==> src/rtl/jse_pkg.sv <==
package jse_pkg;

    typedef enum logic [3:0] {
        TAP_TLR   = 4'd0,  TAP_RTI   = 4'd1,  TAP_SELDR = 4'd2,  TAP_CAPDR = 4'd3,
        TAP_SDR   = 4'd4,  TAP_E1DR  = 4'd5,  TAP_PDR   = 4'd6,  TAP_E2DR  = 4'd7,
        TAP_UPDR  = 4'd8,  TAP_SELIR = 4'd9,  TAP_CAPIR = 4'd10, TAP_SIR   = 4'd11,
        TAP_E1IR  = 4'd12, TAP_PIR   = 4'd13, TAP_E2IR  = 4'd14, TAP_UPIR  = 4'd15
    } tap_e;

    typedef enum logic [2:0] {
        OP_MOVE   = 3'd0, OP_IRSCAN = 3'd1, OP_DRSCAN = 3'd2,
        OP_IDLE   = 3'd3, OP_STABLE = 3'd4, OP_TMS    = 3'd5
    } op_e;

    typedef enum logic [2:0] {
        PH_IDLE = 3'd0, PH_PRE = 3'd1, PH_BODY = 3'd2, PH_POST = 3'd3, PH_FIN = 3'd4
    } phase_e;

    typedef enum logic [1:0] {
        CK_IDLE = 2'd0, CK_LOW = 2'd1, CK_HIGH = 2'd2
    } ckph_e;

    function automatic tap_e tap_next(input tap_e s, input logic t);
        case (s)
            TAP_TLR:   return t ? TAP_TLR   : TAP_RTI;
            TAP_RTI:   return t ? TAP_SELDR : TAP_RTI;
            TAP_SELDR: return t ? TAP_SELIR : TAP_CAPDR;
            TAP_CAPDR: return t ? TAP_E1DR  : TAP_SDR;
            TAP_SDR:   return t ? TAP_E1DR  : TAP_SDR;
            TAP_E1DR:  return t ? TAP_UPDR  : TAP_PDR;
            TAP_PDR:   return t ? TAP_E2DR  : TAP_PDR;
            TAP_E2DR:  return t ? TAP_UPDR  : TAP_SDR;
            TAP_UPDR:  return t ? TAP_SELDR : TAP_RTI;
            TAP_SELIR: return t ? TAP_TLR   : TAP_CAPIR;
            TAP_CAPIR: return t ? TAP_E1IR  : TAP_SIR;
            TAP_SIR:   return t ? TAP_E1IR  : TAP_SIR;
            TAP_E1IR:  return t ? TAP_UPIR  : TAP_PIR;
            TAP_PIR:   return t ? TAP_E2IR  : TAP_PIR;
            TAP_E2IR:  return t ? TAP_UPIR  : TAP_SIR;
            default:   return t ? TAP_SELDR : TAP_RTI;
        endcase
    endfunction

endpackage

==> src/rtl/jse_path.sv <==
// One step of the shortest walk: the TMS value that moves cur closer to tgt.
module jse_path
    import jse_pkg::*;
(
    input  tap_e cur,
    input  tap_e tgt,
    output logic step_tms
);
    logic to_dr_side;
    logic to_ir_side;

    always_comb begin
        to_dr_side = (tgt == TAP_SDR) || (tgt == TAP_PDR);
        to_ir_side = (tgt == TAP_SIR) || (tgt == TAP_PIR);
        case (cur)
            TAP_TLR:   step_tms = 1'b0;
            TAP_RTI:   step_tms = 1'b1;
            TAP_SELDR: step_tms = !to_dr_side;
            TAP_CAPDR: step_tms = (tgt != TAP_SDR);
            TAP_SDR:   step_tms = 1'b1;
            TAP_E1DR:  step_tms = !to_dr_side;
            TAP_PDR:   step_tms = 1'b1;
            TAP_E2DR:  step_tms = !to_dr_side;
            TAP_UPDR:  step_tms = (tgt != TAP_RTI);
            TAP_SELIR: step_tms = !to_ir_side;
            TAP_CAPIR: step_tms = (tgt != TAP_SIR);
            TAP_SIR:   step_tms = 1'b1;
            TAP_E1IR:  step_tms = !to_ir_side;
            TAP_PIR:   step_tms = 1'b1;
            TAP_E2IR:  step_tms = !to_ir_side;
            default:   step_tms = (tgt != TAP_RTI);
        endcase
    end
endmodule

==> src/rtl/jse_tckgen.sv <==
// Bit timer: DIV cycles TCK low (TMS/TDI held, TDO sampled at end), DIV cycles high.
module jse_tckgen
    import jse_pkg::*;
#(
    parameter int DIV = 2
) (
    input  logic clk,
    input  logic rst_n,
    input  logic go,
    input  logic go_tms,
    input  logic go_tdi,
    output logic tck,
    output logic tms,
    output logic tdi,
    output logic active,
    output logic sample,
    output logic last
);
    localparam int CW = (DIV > 1) ? $clog2(DIV) : 1;
    localparam logic [CW-1:0] CNT_END = CW'(DIV - 1);

    typedef struct packed {
        ckph_e          ph;
        logic [CW-1:0]  cnt;
        logic           tck;
        logic           tms;
        logic           tdi;
    } ck_t;

    ck_t ck_q, ck_d;

    always_comb begin
        ck_d   = ck_q;
        sample = (ck_q.ph == CK_LOW)  && (ck_q.cnt == CNT_END);
        last   = (ck_q.ph == CK_HIGH) && (ck_q.cnt == CNT_END);
        case (ck_q.ph)
            CK_IDLE: begin
                if (go) begin
                    ck_d.ph  = CK_LOW;
                    ck_d.cnt = '0;
                    ck_d.tms = go_tms;
                    ck_d.tdi = go_tdi;
                end
            end
            CK_LOW: begin
                if (ck_q.cnt == CNT_END) begin
                    ck_d.ph  = CK_HIGH;
                    ck_d.cnt = '0;
                    ck_d.tck = 1'b1;
                end else begin
                    ck_d.cnt = ck_q.cnt + 1'b1;
                end
            end
            default: begin
                if (ck_q.cnt == CNT_END) begin
                    ck_d.tck = 1'b0;
                    ck_d.cnt = '0;
                    if (go) begin
                        ck_d.ph  = CK_LOW;
                        ck_d.tms = go_tms;
                        ck_d.tdi = go_tdi;
                    end else begin
                        ck_d.ph  = CK_IDLE;
                    end
                end else begin
                    ck_d.cnt = ck_q.cnt + 1'b1;
                end
            end
        endcase
    end

    always_ff @(posedge clk or negedge rst_n) begin
        if (!rst_n) begin
            ck_q <= '{ph: CK_IDLE, cnt: '0, tck: 1'b0, tms: 1'b0, tdi: 1'b0};
        end else begin
            ck_q <= ck_d;
        end
    end

    assign tck    = ck_q.tck;
    assign tms    = ck_q.tms;
    assign tdi    = ck_q.tdi;
    assign active = (ck_q.ph != CK_IDLE);

    // the sample cycle is directly followed by the rising edge
    a_r2_rise_after_sample: assert property (@(posedge clk) disable iff (!rst_n)
        sample |=> tck);
    // a bit with nothing queued behind it ends with TCK low
    a_r2_low_at_end: assert property (@(posedge clk) disable iff (!rst_n)
        (last && !go) |=> (!tck && !active));
endmodule

==> src/rtl/jse_seq.sv <==
// Command sequencer: pre-walk, body bits, post-walk; keeps the TAP state copy.
module jse_seq
    import jse_pkg::*;
#(
    parameter int MAX_BITS = 32,
    parameter int CNT_W    = $clog2(MAX_BITS + 1)
) (
    input  logic                clk,
    input  logic                rst_n,
    input  logic                trst,
    input  logic                cmd_start,
    input  logic [2:0]          cmd_op,
    input  logic [3:0]          cmd_end,
    input  logic [CNT_W-1:0]    cmd_len,
    input  logic [1:0]          cmd_mode,
    input  logic [MAX_BITS-1:0] cmd_data,
    input  logic                tdo,
    input  logic                slot,
    input  logic                active,
    input  logic                sample,
    input  logic                cur_tms,
    output logic                go,
    output logic                go_tms,
    output logic                go_tdi,
    output logic                busy,
    output logic                done,
    output logic [MAX_BITS-1:0] rx_data,
    output logic [3:0]          tap_state
);
    localparam int IW = (MAX_BITS > 1) ? $clog2(MAX_BITS) : 1;

    typedef struct packed {
        phase_e              phase;
        op_e                 op;
        tap_e                end_st;
        tap_e                pre_tgt;
        tap_e                state;
        logic [CNT_W-1:0]    count;
        logic [CNT_W-1:0]    idx;
        logic [IW-1:0]       cur_idx;
        logic                cap;
        logic [1:0]          mode;
        logic [MAX_BITS-1:0] data;
        logic [MAX_BITS-1:0] rx;
        logic                done;
    } seq_t;

    seq_t   q, d;
    phase_e ph;
    tap_e   walk_tgt;
    logic   walk_tms;
    logic   has_post;
    logic   last_body;
    logic   b_tms, b_tdi, b_cap;
    logic [IW-1:0] sidx;
    op_e    new_op;

    // Effective phase at the next bit slot
    always_comb begin
        has_post = (q.op == OP_MOVE) || (q.op == OP_IRSCAN) ||
                   (q.op == OP_DRSCAN) || (q.op == OP_IDLE);
        ph = q.phase;
        if (ph == PH_PRE && q.state == q.pre_tgt) ph = PH_BODY;
        if (ph == PH_BODY && q.idx == q.count)    ph = PH_POST;
        if (ph == PH_POST && (!has_post || q.state == q.end_st)) ph = PH_FIN;
        walk_tgt = (ph == PH_PRE) ? q.pre_tgt : q.end_st;
    end

    jse_path u_path (
        .cur      (q.state),
        .tgt      (walk_tgt),
        .step_tms (walk_tms)
    );

    always_comb begin
        d      = q;
        d.done = 1'b0;
        go     = 1'b0;
        go_tms = 1'b0;
        go_tdi = 1'b0;
        sidx      = q.idx[IW-1:0];
        last_body = (q.idx == q.count - 1'b1);
        new_op    = op_e'(cmd_op);

        case (q.op)
            OP_IRSCAN, OP_DRSCAN: begin
                b_tms = last_body;
                b_tdi = q.mode[0] & q.data[sidx];
                b_cap = q.mode[1];
            end
            OP_STABLE: begin
                b_tms = (q.state == TAP_TLR);
                b_tdi = 1'b0;
                b_cap = 1'b0;
            end
            OP_TMS: begin
                b_tms = q.data[sidx];
                b_tdi = 1'b0;
                b_cap = 1'b0;
            end
            default: begin
                b_tms = 1'b0;
                b_tdi = 1'b0;
                b_cap = 1'b0;
            end
        endcase

        if (sample) begin
            d.state = tap_next(q.state, cur_tms);
            if (q.cap) d.rx[q.cur_idx] = tdo;
        end

        if (q.phase != PH_IDLE && slot) begin
            if (ph == PH_FIN) begin
                if (!active) begin
                    d.phase = PH_IDLE;
                    d.done  = 1'b1;
                end
            end else begin
                go      = 1'b1;
                d.phase = ph;
                if (ph == PH_BODY) begin
                    go_tms    = b_tms;
                    go_tdi    = b_tdi;
                    d.cap     = b_cap;
                    d.cur_idx = sidx;
                    d.idx     = q.idx + 1'b1;
                end else begin
                    go_tms = walk_tms;
                    d.cap  = 1'b0;
                end
            end
        end

        if (q.phase == PH_IDLE && cmd_start) begin
            d.phase  = PH_PRE;
            d.op     = new_op;
            d.end_st = tap_e'(cmd_end);
            d.mode   = cmd_mode;
            d.data   = cmd_data;
            d.idx    = '0;
            d.cap    = 1'b0;
            d.count  = (new_op == OP_MOVE) ? '0 : cmd_len;
            case (new_op)
                OP_IRSCAN: d.pre_tgt = TAP_SIR;
                OP_DRSCAN: d.pre_tgt = TAP_SDR;
                OP_IDLE:   d.pre_tgt = TAP_RTI;
                default:   d.pre_tgt = q.state;
            endcase
            if ((new_op == OP_IRSCAN || new_op == OP_DRSCAN) && cmd_mode[1]) d.rx = '0;
        end

        if (trst) d.state = TAP_TLR;
    end

    always_ff @(posedge clk or negedge rst_n) begin
        if (!rst_n) begin
            q <= '{phase: PH_IDLE, op: OP_MOVE, end_st: TAP_TLR, pre_tgt: TAP_TLR,
                   state: TAP_TLR, count: '0, idx: '0, cur_idx: '0, cap: 1'b0,
                   mode: 2'b00, data: '0, rx: '0, done: 1'b0};
        end else begin
            q <= d;
        end
    end

    assign busy      = (q.phase != PH_IDLE);
    assign done      = q.done;
    assign rx_data   = q.rx;
    assign tap_state = q.state;

    // reset pin lands the TAP copy in Test-Logic-Reset
    a_r12_trst_to_tlr: assert property (@(posedge clk) disable iff (!rst_n)
        trst |=> (q.state == TAP_TLR));
    // a stable-clock rise never moves the TAP copy
    a_r9_stable_hold: assert property (@(posedge clk) disable iff (!rst_n)
        (busy && q.op == OP_STABLE && sample && !trst) |=> $stable(q.state));
    // done is a single-cycle strobe
    a_r11_done_single: assert property (@(posedge clk) disable iff (!rst_n)
        done |=> !done);
endmodule

==> src/rtl/jtag_scan_engine.sv <==
module jtag_scan_engine
    import jse_pkg::*;
#(
    parameter int MAX_BITS = 32,
    parameter int DIV      = 2,
    parameter int CNT_W    = $clog2(MAX_BITS + 1)
) (
    input  logic                clk,
    input  logic                rst_n,
    input  logic                trst,
    input  logic                cmd_start,
    input  logic [2:0]          cmd_op,
    input  logic [3:0]          cmd_end,
    input  logic [CNT_W-1:0]    cmd_len,
    input  logic [1:0]          cmd_mode,
    input  logic [MAX_BITS-1:0] cmd_data,
    output logic                busy,
    output logic                done,
    output logic [MAX_BITS-1:0] rx_data,
    output logic [3:0]          tap_state,
    output logic                tck,
    output logic                tms,
    output logic                tdi,
    input  logic                tdo
);
    logic go, go_tms, go_tdi;
    logic active, sample, last;
    logic slot;

    assign slot = !active || last;

    jse_tckgen #(.DIV(DIV)) u_tckgen (
        .clk    (clk),
        .rst_n  (rst_n),
        .go     (go),
        .go_tms (go_tms),
        .go_tdi (go_tdi),
        .tck    (tck),
        .tms    (tms),
        .tdi    (tdi),
        .active (active),
        .sample (sample),
        .last   (last)
    );

    jse_seq #(.MAX_BITS(MAX_BITS), .CNT_W(CNT_W)) u_seq (
        .clk       (clk),
        .rst_n     (rst_n),
        .trst      (trst),
        .cmd_start (cmd_start),
        .cmd_op    (cmd_op),
        .cmd_end   (cmd_end),
        .cmd_len   (cmd_len),
        .cmd_mode  (cmd_mode),
        .cmd_data  (cmd_data),
        .tdo       (tdo),
        .slot      (slot),
        .active    (active),
        .sample    (sample),
        .cur_tms   (tms),
        .go        (go),
        .go_tms    (go_tms),
        .go_tdi    (go_tdi),
        .busy      (busy),
        .done      (done),
        .rx_data   (rx_data),
        .tap_state (tap_state)
    );

    // the clock rests low whenever no command runs
    a_r1_idle_tck_low: assert property (@(posedge clk) disable iff (!rst_n)
        !busy |-> !tck);
    // the done cycle has TCK low and the engine idle
    a_r11_done_quiet: assert property (@(posedge clk) disable iff (!rst_n)
        done |-> (!tck && !busy));
endmodule

==> config.mk <==
export PLATFORM = sky130hd
export DESIGN_NAME = jtag_scan_engine
export DESIGN_NICKNAME = d
export VERILOG_FILES = /design/src/rtl/jse_pkg.sv /design/src/rtl/jse_path.sv /design/src/rtl/jse_tckgen.sv /design/src/rtl/jse_seq.sv /design/src/rtl/jtag_scan_engine.sv
export SDC_FILE = /design/constraint.sdc
export NUM_CORES = 1
export LEC_CHECK = 0
export ABC_CLOCK_PERIOD_IN_PS = 6500
export BUFFER_PORTS_ARGS = -buffer_cell sky130_fd_sc_hd__buf_2
export CORE_MARGIN = 5
export CORE_UTILIZATION = 60
export DETAILED_ROUTE_END_ITERATION = 10
export GPL_ROUTABILITY_DRIVEN = 0
export PLACE_DENSITY = 0.84
export SETUP_SLACK_MARGIN = 0.5
export SYNTH_ARGS = -nofsm -noshare
export SYNTH_HDL_FRONTEND = slang
export SYNTH_SLANG_ARGS = --single-unit
==> constraint.sdc <==
create_clock -name clk -period 6.5 [get_ports clk]
set_input_delay 0.65 -clock clk [delete_from_list [all_inputs] [get_ports clk]]
set_output_delay 0.65 -clock clk [all_outputs]
set_load 0.05 [all_outputs]
==> summary.md <==
| Metric | Value |
|---|---|
| Commonest cells after routing, fill and taps aside | nand2_1, dfrtp_1, buf_2, o21ai_0, a21oi_1 |
| Netlist cell types | 58 |
| CP required | 6.80 ns |
| Final hold vios | 0 |
| Largest net degree at the start of global routing | 64 |
| Initial antenna violation count | 0 |
| Post-route cell area | 6570 sq um |
| Dpl cells | 875 |
| Detailed Place HPWL | 9610 um |
| Later-pin clock latency in the skew report | 0.38 ns |
| Post-DP Area | 6320 sq um |
| DR vias | 5,157 |
| Status | completed |
| Crit path to | u_seq.q[78]$_DFFE_PN0P_ |
| Height of the die | 111 um |
| Worst flop-to-flop path endpoint | u_seq.q[78]$_DFFE_PN0P_ |
| GR met3 Demand/Resource | 4.64% |
| P_leak | 0.00300 uW |
| Die width | 111 um |
| Die area | 12,400 sq um |
| Drt initial violations | 440 |
| Final wirelength | 14,100 um |
| CP Launch Type | register |
| Flops & latches, synth | 109 |
| Hold Crit Class | primary input to async pin |
| Clk slew on worst S/H paths | 0.11 ns |
| Slowest stage delay, CP | 0.86 ns |
| Max cap viols | 0 |
| Core box area | 10,100 sq um |
| Worst reg-to-reg path cell count | 6 |
| Worst EP arrival | 3.65 ns |
| Most used cell, CP | or4_1 |
| Setup TNS Final | 0 ns |
| RSZ-0062 raised after global routing | no |
| Async set-reset flop share out of synthesis | 100% |
| Hold_buf cts | 0 |
| Clock Sinks | 109 |
| Max_slew headroom | 34.4% |
| Total track usage | 23.3% |
| CTS tree | built |
| R2R Path Start | u_seq.tap_state[3]$_DFFE_PN0P_ |
| Syn Inst Count | 731 |
| Post-route antenna net violation count | 0 |
| Setup repair bufs after CTS | 0 |
| Met2 usage | 38.4% |
| GRT met1 Usage | 31.5% |
| Pins Over Slew Limit | 0 |
| Nets | 804 |
| Global-route wire length before repair | 24,200 um |
| TritonCTS buffer count | 9 |
| Io pins | 93 |
| Critical path class | register to register |
| Drt wl/cell | 15.8 um |
| H-tree depth | 3 |
| Fmax | 0.298 GHz |
| CP Launch Point | u_seq.tap_state[3]$_DFFE_PN0P_ |
| Vias in the first global route | 5,036 |
| Fin cells | 891 |
| Rows | 37 |
| Fraction of layout cells with a size suffix above 1 | 17.9% |
| Buffers on Ports | 92 |
| Drt drc | 0 |
| Max FO, Critical Path | 24 |
| Overflow after GRT | 0 |
| Min Tclk post-route | 3.35 ns |
| Initial Util | 60.6% |
| CP Cell Sequence | xor2_2 > nor4_4 > a21oi_2 > or4_1 > or4_1 > a21oi_1 |
| Final period util | 51.5% |
| PostCTS Resize Cnt | 0 |
| Root Buffer | clkbuf_8 |
| Top_reg_cell synth | dfrtp_1 |
| Setup Skew | 0.00909 ns |
| Area grow syn2layout | 6.80% |
| P per Cell Area | 514 nW/um^2 |
| Slowest stage cell on the critical path | dfrtp_1 |
| Vias per Instance | 5.79 |
| Sequential fraction of the synthesis area | 44.4% |
| Critical path capture point type | register |
| Worst reg2reg setup slack | 3.15 ns |
| Slew @ Worst Pin | 0.984 ns |
| Post-Syn Area per Cell | 8.41 sq um |
| Most common cell after layout, fill and taps aside | nand2_1 |
| GRT Max-Usage Layer | met2 |
| Max clock buf depth | 2 |
| Diodes inserted | 0 |
| Detailed Routing Iterations Pass 1 | 6 |
| Setup Viol. Count Final | 0 |
| Syn nets | 785 |
| Post-Synthesis Cell Area | 6150 sq um |
| Max rail drop VDD | 0.000286 V |
| Ys Warns | 0 |
| EDFF count, synth | 0 |
-- worst min path at each step --
stage	from	to	slack, ns
6_report	rst_n	u_seq.rx_data[8]$_DFF_PN0_	0.27
5_1_grt	rst_n	u_seq.rx_data[14]$_DFF_PN0_	0.32
4_1_cts	rst_n	u_seq.q[80]$_DFFE_PN0P_	0.29
3_5_place_dp	u_seq.q[59]$_DFFE_PN0P_	u_seq.q[59]$_DFFE_PN0P_	0.46
3_3_place_gp	u_seq.q[45]$_DFFE_PN0P_	u_seq.q[45]$_DFFE_PN0P_	0.45
2_1_floorplan	rst_n	u_seq.done$_DFF_PN0_	0.35
-- layout make-up --
type	count	area, sq um
fill	832	3570
multi-input combinational	522	2890
sequential	109	2730
timing repair buffer	95	485
tap	136	170
clock buffer	12	165
clock inverter	4	76.3
inverter	13	48.8
-- metrics by stage --
stage | utilization (%) | worst slack [ns] | hold slack (ns) | power [uW]
after floorplan | - | 4.07 | 0.354 | 2660
after global placement | 62.4 | 3.42 | 0.454 | 2800
after CTS | 64.8 | 3.24 | 0.293 | 3370
after global routing | 64.8 | 3.03 | 0.324 | 3600
final | 64.8 | 3.15 | 0.272 | 3370
after detailed placement | 62.4 | 3.32 | 0.462 | 2880
-- logic make-up after synthesis --
group | share of synthesized area, %
flops | 44.4
compound gates | 13.9
simple gates | 23.8
fa+ha+maj | 0.407
mux | 5.05
buf+inv | 8.71
xor+xnor | 3.81
-- state kept, by name, summed over array words and instances (netlist names) --
| signal | count |
|---|---|
| u_seq.q | 66 |
| u_seq.rx_data | 32 |
| u_seq.tap_state | 4 |
| u_tckgen.ck_q | 3 |
| u_seq.done | 1 |
| u_tckgen.tck | 1 |
| u_tckgen.tdi | 1 |
| u_tckgen.tms | 1 |
-- Yosys cell counts, types with 5 or more instances --
cell | n | area [sq um]
nor3_1 | 12 | 60.1
nand2_1 | 188 | 706
a21oi_1 | 51 | 255
nor2_1 | 48 | 180
mux2_2 | 6 | 67.6
o31ai_1 | 5 | 37.5
buf_4 | 37 | 278
xnor2_1 | 13 | 114
nor2b_1 | 11 | 68.8
xor2_1 | 10 | 87.6
clkbuf_1 | 43 | 161
buf_2 | 5 | 25.0
mux2i_1 | 13 | 130
or3_1 | 6 | 37.5
o21ai_0 | 57 | 285
mux4_2 | 5 | 113
dfrtp_1 | 109 | 2730
inv_1 | 13 | 48.8
a31oi_1 | 6 | 37.5
nand3_1 | 19 | 95.1
nand4_1 | 6 | 37.5
-- routing by layer --
metal,vias up,wire length (um),share of wire [%]
li1,2474,-,-
met1,2460,6150,44
met2,202,6850,49
met3,21,894,6.4
met4,0,182,1.3
met5,-,0,0
-- power breakdown --
group / switching (uW) / total (uW) / internal [uW]
Clock: 240 / 490 / 250
Combinational: 1070 / 1610 / 545
Sequential: 299 / 1270 / 972
Total: 1610 / 3370 / 1770
-- worst max-delay path: cells and delay by family, from the launching register on --
kind                      cells  cell delay (ns)
AOI/OAI and AO/OA             2             0.30
xor gates and xnor gates      1             0.24
DFF                           1             0.86
and+or+nand+nor               3             1.87
Power figures use the tool's default switching activity.
